File: src/rtl/prio_arb_pkg.sv
// Shared helpers for the priority-class arbiter.
// Assumes class indices are small non-negative integers.
package prio_arb_pkg;

    // Index reached by stepping forward from base, modulo n.
    function automatic int wrap_add(input int base, input int step, input int n);
        int s;
        s = base + step;
        if (s >= n) s = s - n;
        return s;
    endfunction

endpackage

File: src/rtl/wrr_pick.sv
// Weighted round-robin picker over NCLS requesters.
// The combinational pick is the first requester found from the pointer in
// rotation order. The pointer and grant count update only on grant_en.
// Assumes: a weight field of 0 is treated as 1.
module wrr_pick #(
    parameter int NCLS = 4,
    parameter int WW   = 4,
    localparam int IW  = (NCLS > 1) ? $clog2(NCLS) : 1
) (
    input  logic              clk,
    input  logic              rst_n,
    input  logic [NCLS-1:0]   req,
    input  logic [NCLS*WW-1:0] weights,
    input  logic              grant_en,
    output logic [IW-1:0]     pick,
    output logic              pick_ok
);
    import prio_arb_pkg::*;

    logic [IW-1:0] ptr;
    logic [WW-1:0] used;
    logic [WW-1:0] eff_w;
    logic [WW:0]   next_used;
    logic [IW-1:0] after_pick;

    // Rotating search: scan backwards so the closest valid class wins.
    always_comb begin
        pick    = ptr;
        pick_ok = 1'b0;
        for (int k = NCLS - 1; k >= 0; k--) begin
            if (req[wrap_add(int'(ptr), k, NCLS)]) begin
                pick    = IW'(wrap_add(int'(ptr), k, NCLS));
                pick_ok = 1'b1;
            end
        end
    end

    // Grant-count bookkeeping for the picked class.
    always_comb begin
        eff_w      = weights[int'(pick)*WW +: WW];
        if (eff_w == '0) eff_w = WW'(1);
        next_used  = (pick == ptr) ? {1'b0, used} + 1'b1 : (WW+1)'(1);
        after_pick = IW'(wrap_add(int'(pick), 1, NCLS));
    end

    // Pointer and count advance on each granted transfer.
    always_ff @(posedge clk) begin
        if (!rst_n) begin
            ptr  <= '0;
            used <= '0;
        end else if (grant_en && pick_ok) begin
            if (next_used >= {1'b0, eff_w}) begin
                ptr  <= after_pick;
                used <= '0;
            end else begin
                ptr  <= pick;
                used <= next_used[WW-1:0];
            end
        end
    end
endmodule

File: src/rtl/slot_stage.sv
// Single-entry holding slot. It loads on accept and clears on take.
// Assumes: accept is asserted only while free is high.
module slot_stage #(
    parameter int DW = 16,
    parameter int CW = 2
) (
    input  logic          clk,
    input  logic          rst_n,
    input  logic          accept,
    input  logic [DW-1:0] in_data,
    input  logic [CW-1:0] in_class,
    input  logic          take,
    output logic          full,
    output logic [DW-1:0] out_data,
    output logic [CW-1:0] out_class,
    output logic          free
);
    // Slot can accept when empty or being drained now.
    assign free = !full || take;

    // Occupancy and payload register.
    always_ff @(posedge clk) begin
        if (!rst_n) begin
            full      <= 1'b0;
            out_data  <= '0;
            out_class <= '0;
        end else if (accept) begin
            full      <= 1'b1;
            out_data  <= in_data;
            out_class <= in_class;
        end else if (take) begin
            full      <= 1'b0;
        end
    end
endmodule

File: src/rtl/rw_lane.sv
// One arbitration lane: a weighted picker over the class heads feeding one slot.
// Assumes: the head data of class i sits in field i of head_data.
module rw_lane #(
    parameter int NCLS = 4,
    parameter int DW   = 16,
    parameter int WW   = 4,
    localparam int CW  = (NCLS > 1) ? $clog2(NCLS) : 1
) (
    input  logic               clk,
    input  logic               rst_n,
    input  logic [NCLS*WW-1:0] weights,
    input  logic [NCLS-1:0]    head_valid,
    input  logic [NCLS*DW-1:0] head_data,
    output logic [NCLS-1:0]    head_ready,
    output logic               slot_valid,
    output logic [DW-1:0]      slot_data,
    output logic [CW-1:0]      slot_class,
    input  logic               slot_take
);
    logic [CW-1:0] pick;
    logic          pick_ok;
    logic          free;
    logic          accept;
    logic [DW-1:0] sel_data;

    wrr_pick #(.NCLS(NCLS), .WW(WW)) u_pick (
        .clk(clk), .rst_n(rst_n), .req(head_valid), .weights(weights),
        .grant_en(free), .pick(pick), .pick_ok(pick_ok)
    );

    // Grant happens when a head is valid and the slot has room.
    assign accept   = free && pick_ok;
    assign sel_data = head_data[int'(pick)*DW +: DW];

    // One-hot ready back to the granted head.
    always_comb begin
        head_ready = '0;
        if (accept) head_ready[pick] = 1'b1;
    end

    slot_stage #(.DW(DW), .CW(CW)) u_slot (
        .clk(clk), .rst_n(rst_n), .accept(accept), .in_data(sel_data),
        .in_class(pick), .take(slot_take), .full(slot_valid),
        .out_data(slot_data), .out_class(slot_class), .free(free)
    );
endmodule

File: src/rtl/prio_rw_arbiter.sv
// Top: separate weighted round-robin lanes for read heads and write heads.
// Each lane fills its own single-entry slot. The weights are shared per class.
// Assumes: a queue head holds its payload steady until its ready pulse.
module prio_rw_arbiter #(
    parameter int NUM_CLASSES = 4,
    parameter int DATA_W      = 16,
    parameter int WEIGHT_W    = 4,
    localparam int CLASS_W    = (NUM_CLASSES > 1) ? $clog2(NUM_CLASSES) : 1
) (
    input  logic                          clk,
    input  logic                          rst_n,
    input  logic [NUM_CLASSES*WEIGHT_W-1:0] class_weight,
    input  logic [NUM_CLASSES-1:0]        rd_head_valid,
    input  logic [NUM_CLASSES*DATA_W-1:0] rd_head_data,
    output logic [NUM_CLASSES-1:0]        rd_head_ready,
    output logic                          rd_slot_valid,
    output logic [DATA_W-1:0]             rd_slot_data,
    output logic [CLASS_W-1:0]            rd_slot_class,
    input  logic                          rd_slot_take,
    input  logic [NUM_CLASSES-1:0]        wr_head_valid,
    input  logic [NUM_CLASSES*DATA_W-1:0] wr_head_data,
    output logic [NUM_CLASSES-1:0]        wr_head_ready,
    output logic                          wr_slot_valid,
    output logic [DATA_W-1:0]             wr_slot_data,
    output logic [CLASS_W-1:0]            wr_slot_class,
    input  logic                          wr_slot_take
);
    rw_lane #(.NCLS(NUM_CLASSES), .DW(DATA_W), .WW(WEIGHT_W)) u_rd_lane (
        .clk(clk), .rst_n(rst_n), .weights(class_weight),
        .head_valid(rd_head_valid), .head_data(rd_head_data),
        .head_ready(rd_head_ready), .slot_valid(rd_slot_valid),
        .slot_data(rd_slot_data), .slot_class(rd_slot_class),
        .slot_take(rd_slot_take)
    );

    rw_lane #(.NCLS(NUM_CLASSES), .DW(DATA_W), .WW(WEIGHT_W)) u_wr_lane (
        .clk(clk), .rst_n(rst_n), .weights(class_weight),
        .head_valid(wr_head_valid), .head_data(wr_head_data),
        .head_ready(wr_head_ready), .slot_valid(wr_slot_valid),
        .slot_data(wr_slot_data), .slot_class(wr_slot_class),
        .slot_take(wr_slot_take)
    );
endmodule

File: config.mk
export PLATFORM = sky130hd
export DESIGN_NAME = prio_rw_arbiter
export DESIGN_NICKNAME = d
export VERILOG_FILES = /design/src/rtl/prio_arb_pkg.sv /design/src/rtl/wrr_pick.sv /design/src/rtl/slot_stage.sv /design/src/rtl/rw_lane.sv /design/src/rtl/prio_rw_arbiter.sv
export SDC_FILE = /design/constraint.sdc
export NUM_CORES = 1
export LEC_CHECK = 0
export BUFFER_PORTS_ARGS = -buffer_cell sky130_fd_sc_hd__buf_2
export CORE_MARGIN = 4
export CORE_UTILIZATION = 45
export CTS_CLUSTER_SIZE = 8
export DETAILED_ROUTE_END_ITERATION = 10
export HOLD_SLACK_MARGIN = 0.12
export PLACE_DENSITY = 0.92
export SYNTH_ARGS = -nofsm -noshare
export SYNTH_HDL_FRONTEND = slang
export SYNTH_SLANG_ARGS = --single-unit
File: constraint.sdc
create_clock -name clk -period 5.04 [get_ports clk]
set_input_delay 0.756 -clock clk [delete_from_list [all_inputs] [get_ports clk]]
set_output_delay 0.756 -clock clk [all_outputs]
set_load 0.1 [all_outputs]
==> key figures <==
Global route
  – Global route total overflow: 0
  – Global-route wire length before repair: 15.9 mm
  – Vias in the first global route: 3426
  – Largest net degree at the start of global routing: 29
  – Total Routing Usage GR: 0.220
  – Initial antenna violation count: 0

Synthesis
  – Count leader, synth: dfxtp_1
  – Ys async rst share: 0
  – Cells after Synth: 316
  – Main area contributors after synthesis: dfxtp_1 (28%), mux4_2 (22%), a22o_1 (11%)
  – Synth cell types: 45
  – Number of synthesized flops with an enable pin: 0
  – Top post-synthesis cells by count: dfxtp_1 (50), a22o_1 (44), mux4_2 (35)
  – XOR/XNOR Fraction of Synth Area: 0.00994
  – Mapped Area: 3520 µm²
  – Sequential area share after synthesis: 0.284
  – Synthesized flop and latch total: 50
  – Adder-cell area share of the yosys netlist: 0.0639
  – Top FF cell, synth: dfxtp_1
  – Synthesis warning total: 0
  – Simple-gate share of the synthesized area: 0.118
  – Syn_nets: 490
  – Mux contribution to synthesized area: 0.279
  – Mapped Avg Cell Area: 11.1 µm²
  – Post-synthesis compound-gate area fraction: 0.187
  – Main combinational cell family by area after synthesis: multiplexers
  – Synth top area share: 0.284
  – Synth area leader: dfxtp_1

Timing
  – Least-Margin Pin Slew: 0.735 ns
  – Worst Clk Skew: 0.00948 ns
  – Final min period: 4.11 ns
  – Final WS setup: 0.926 ns
  – Final hold violations: 0
  – Worst slew margin: 0.510
  – Final Max Slew Viols: 0
  – Fmax: 0.243 GHz
  – Setup violators final: 0
  – RSZ-0062 raised after global routing: no
  – Final period util: 0.816
  – Setup TNS: 0 ns

Route
  – DR WL/cell: 18.0 µm
  – Via/cell ratio: 5.62
  – TritonRoute pass-1 iters: 4
  – Iter 0 DRT Violations: 94
  – # DRC: 0
  – Routed wire length: 10.9 mm
  – Antenna viol nets, final: 0
  – Via count: 3406

Job
  – Max Cap Violations: 0

Finish
  – Multi-input gate area: 2330 µm²
  – Final Instance Count excl. Fillers: 606
  – N_diodes: 0
  – Area Growth Syn to Fin: 32.5%
  – # nets final: 677
  – Fillers: 641
  – Fin util: 0.607
  – Share of post-route cells with drive strength above 1: 0.508
  – FF+latch area: 1000 µm²

Floorplan
  – Core Area: 7690 µm²
  – # IOs: 202
  – Die W: 96.5 µm
  – Initial cell density of the core: 0.458
  – Die Y-Extent: 96.5 µm
  – Row Count: 32
  – Die area: 9310 µm²

Setup path
  – CP bufs+invs: 2
  – Worst Path Required: 5.23 ns
  – Critical Path Slowest Stage Cell: or4_1
  – Worst-path fanout max: 28
  – Worst R2R Path Depth: 14
  – Max incr delay on CP: 0.48 ns
  – CP top delay family: compound AO/OA/AOI/OAI gates
  – CP endpoint kind: register
  – Setup CP Type: input port to register
  – Worst path cell trace: buf_2 -> nor2b_4 -> or4_1 -> and2_1 -> clkinv_8 -> mux2i_1 -> mux2_4 -> a31o_1 -> ha_1 -> nand2b_1 -> a21o_1 -> a21o_1 -> a221oi_1 -> mux2_2 -> a22o_1
  – CP arrival: 4.31 ns
  – CP Depth: 15
  – Startpoint Class: input port
  – CP most frequent cell: a21o_1

Outcome
  – Run status: complete, no violations

Power and ir drop
  – Clock network fraction of total power: 0.137
  – P_sw: 1.03 mW
  – Leak: 2.31 nW
  – Pint: 1.04 mW
  – Sw Ratio: 0.496
  – Pwr dens: 443 nW/µm²
  – Combinational share of power: 0.610
  – Power, Total: 2.07 mW
  – Peak supply drop: 282 µV
  – Sequential group share of total power: 0.253

Clock tree
  – CTS clock-pin slew for the worst setup and hold paths: 0.08 ns
  – CTS sink count: 50
  – CTS Hold Buffers Added: 0
  – # Post-CTS Setup Buffers: 0
  – Post-cts resize count: 0
  – Root Buffer: clkbuf_8
  – H-tree Lvls: 2
  – Num CTS Buffers: 5
  – Buffer depth of the longest clock path: 2
  – Latest clock arrival within the worst-skew pair: 0.30 ns
  – CTS tree: done

Place
  – Setup WS pre-CTS: 0.603 ns
  – Post-DP HPWL: 9.16 mm
  – Gpl congestion: 0.901
  – Placed insts: 598
  – Buffers on Ports: 201

Worst hold path
  – Hold WC Path Type: register to register
  – Hold path cells: 1
==> cell usage in the layout, fill, tap and decap left out, types with 2 or more instances in the layout <==
| cell type | count |
|---|---|
| o21a_1 | 2 |
| o21ai_0 | 2 |
| nand3_1 | 2 |
| o21ai_1 | 2 |
| nand2b_1 | 6 |
| and3_1 | 4 |
| ha_1 | 18 |
| mux2_2 | 2 |
| nand2_1 | 14 |
| buf_2 | 201 |
| a21o_1 | 4 |
| nor2_1 | 3 |
| a21oi_1 | 9 |
| inv_1 | 11 |
| nor3_1 | 10 |
| nor4_1 | 2 |
| buf_4 | 5 |
| clkbuf_1 | 2 |
| a21boi_0 | 2 |
| dfxtp_1 | 50 |
| mux2i_1 | 13 |
| a22o_1 | 44 |
| xnor2_1 | 4 |
| o2111ai_1 | 2 |
| mux4_2 | 35 |
| nor2b_1 | 15 |
| and2_1 | 15 |
| a221oi_1 | 2 |
| o32ai_1 | 4 |
| clkbuf_8 | 5 |
==> routing by layer <==
layer / global-route usage / vias to the layer above / share of wire
li1: - / 1598 / -
met1: 0.256 / 1636 / 0.37
met2: 0.405 / 148 / 0.54
met3: 0.0411 / 24 / 0.067
met4: 0.0724 / 0 / 0.026
met5: 0 / - / 0
==> logic make-up after synthesis <==
family	Yosys count
compound gates	79
simple gates	74
mux	52
flops	50
buf+inv	39
fa+ha+maj	18
xor+xnor	4
==> flip-flops by register name (all words and copies together) (netlist names) <==
| signal | flops |
|---|---|
| u_wr_lane.u_slot.out_data | 16 |
| u_wr_lane.u_pick.used | 4 |
| u_wr_lane.u_slot.out_class | 2 |
| u_rd_lane.u_slot.out_data | 16 |
| u_rd_lane.u_slot.out_class | 2 |
| u_wr_lane.u_slot.full | 1 |
| u_rd_lane.u_pick.ptr | 2 |
| u_rd_lane.u_pick.used | 4 |
| u_wr_lane.u_pick.ptr | 2 |
| u_rd_lane.u_slot.full | 1 |
==> final cells by class <==
class / instances / area share
multi-input combinational: 227 / 0.499
timing repair buffer: 206 / 0.223
sequential: 50 / 0.214
tap: 102 / 0.0273
clock buffer: 7 / 0.0163
inverter: 13 / 0.0131
clock inverter: 1 / 0.00643
==> final timing paths <==
check	start	to	slack, ns
setup / recovery	rd_head_valid[0]	u_rd_lane.u_pick.ptr[1]	0.93
hold / removal	u_rd_lane.u_slot.out_data[4]	u_rd_lane.u_slot.out_data[4]	0.48
setup reg to reg	u_rd_lane.u_pick.ptr[1]	u_rd_lane.u_pick.ptr[1]	1.07
hold reg to reg	u_rd_lane.u_slot.out_data[4]	u_rd_lane.u_slot.out_data[4]	0.48
==> power groups by stage <==
stage / registers (mW) / logic, mW / clock network, mW
after floorplan: 0.904 / 0.662 / 0
after global placement: 0.528 / 1.23 / 0
after detailed placement: 0.531 / 1.26 / 0
after CTS: 0.523 / 1.27 / 0.290
after global routing: 0.533 / 1.34 / 0.306
final: 0.524 / 1.26 / 0.284
==> per-stage QoR <==
stage / hold slack [ns] / area (µm²)
final: 0.479 / 4670
after global routing: 0.497 / 4670
after CTS: 0.481 / 4670
after detailed placement: 0.457 / 4560
after global placement: 0.454 / 4560
after floorplan: 0.453 / 3520
Power figures use the tool's default switching activity.
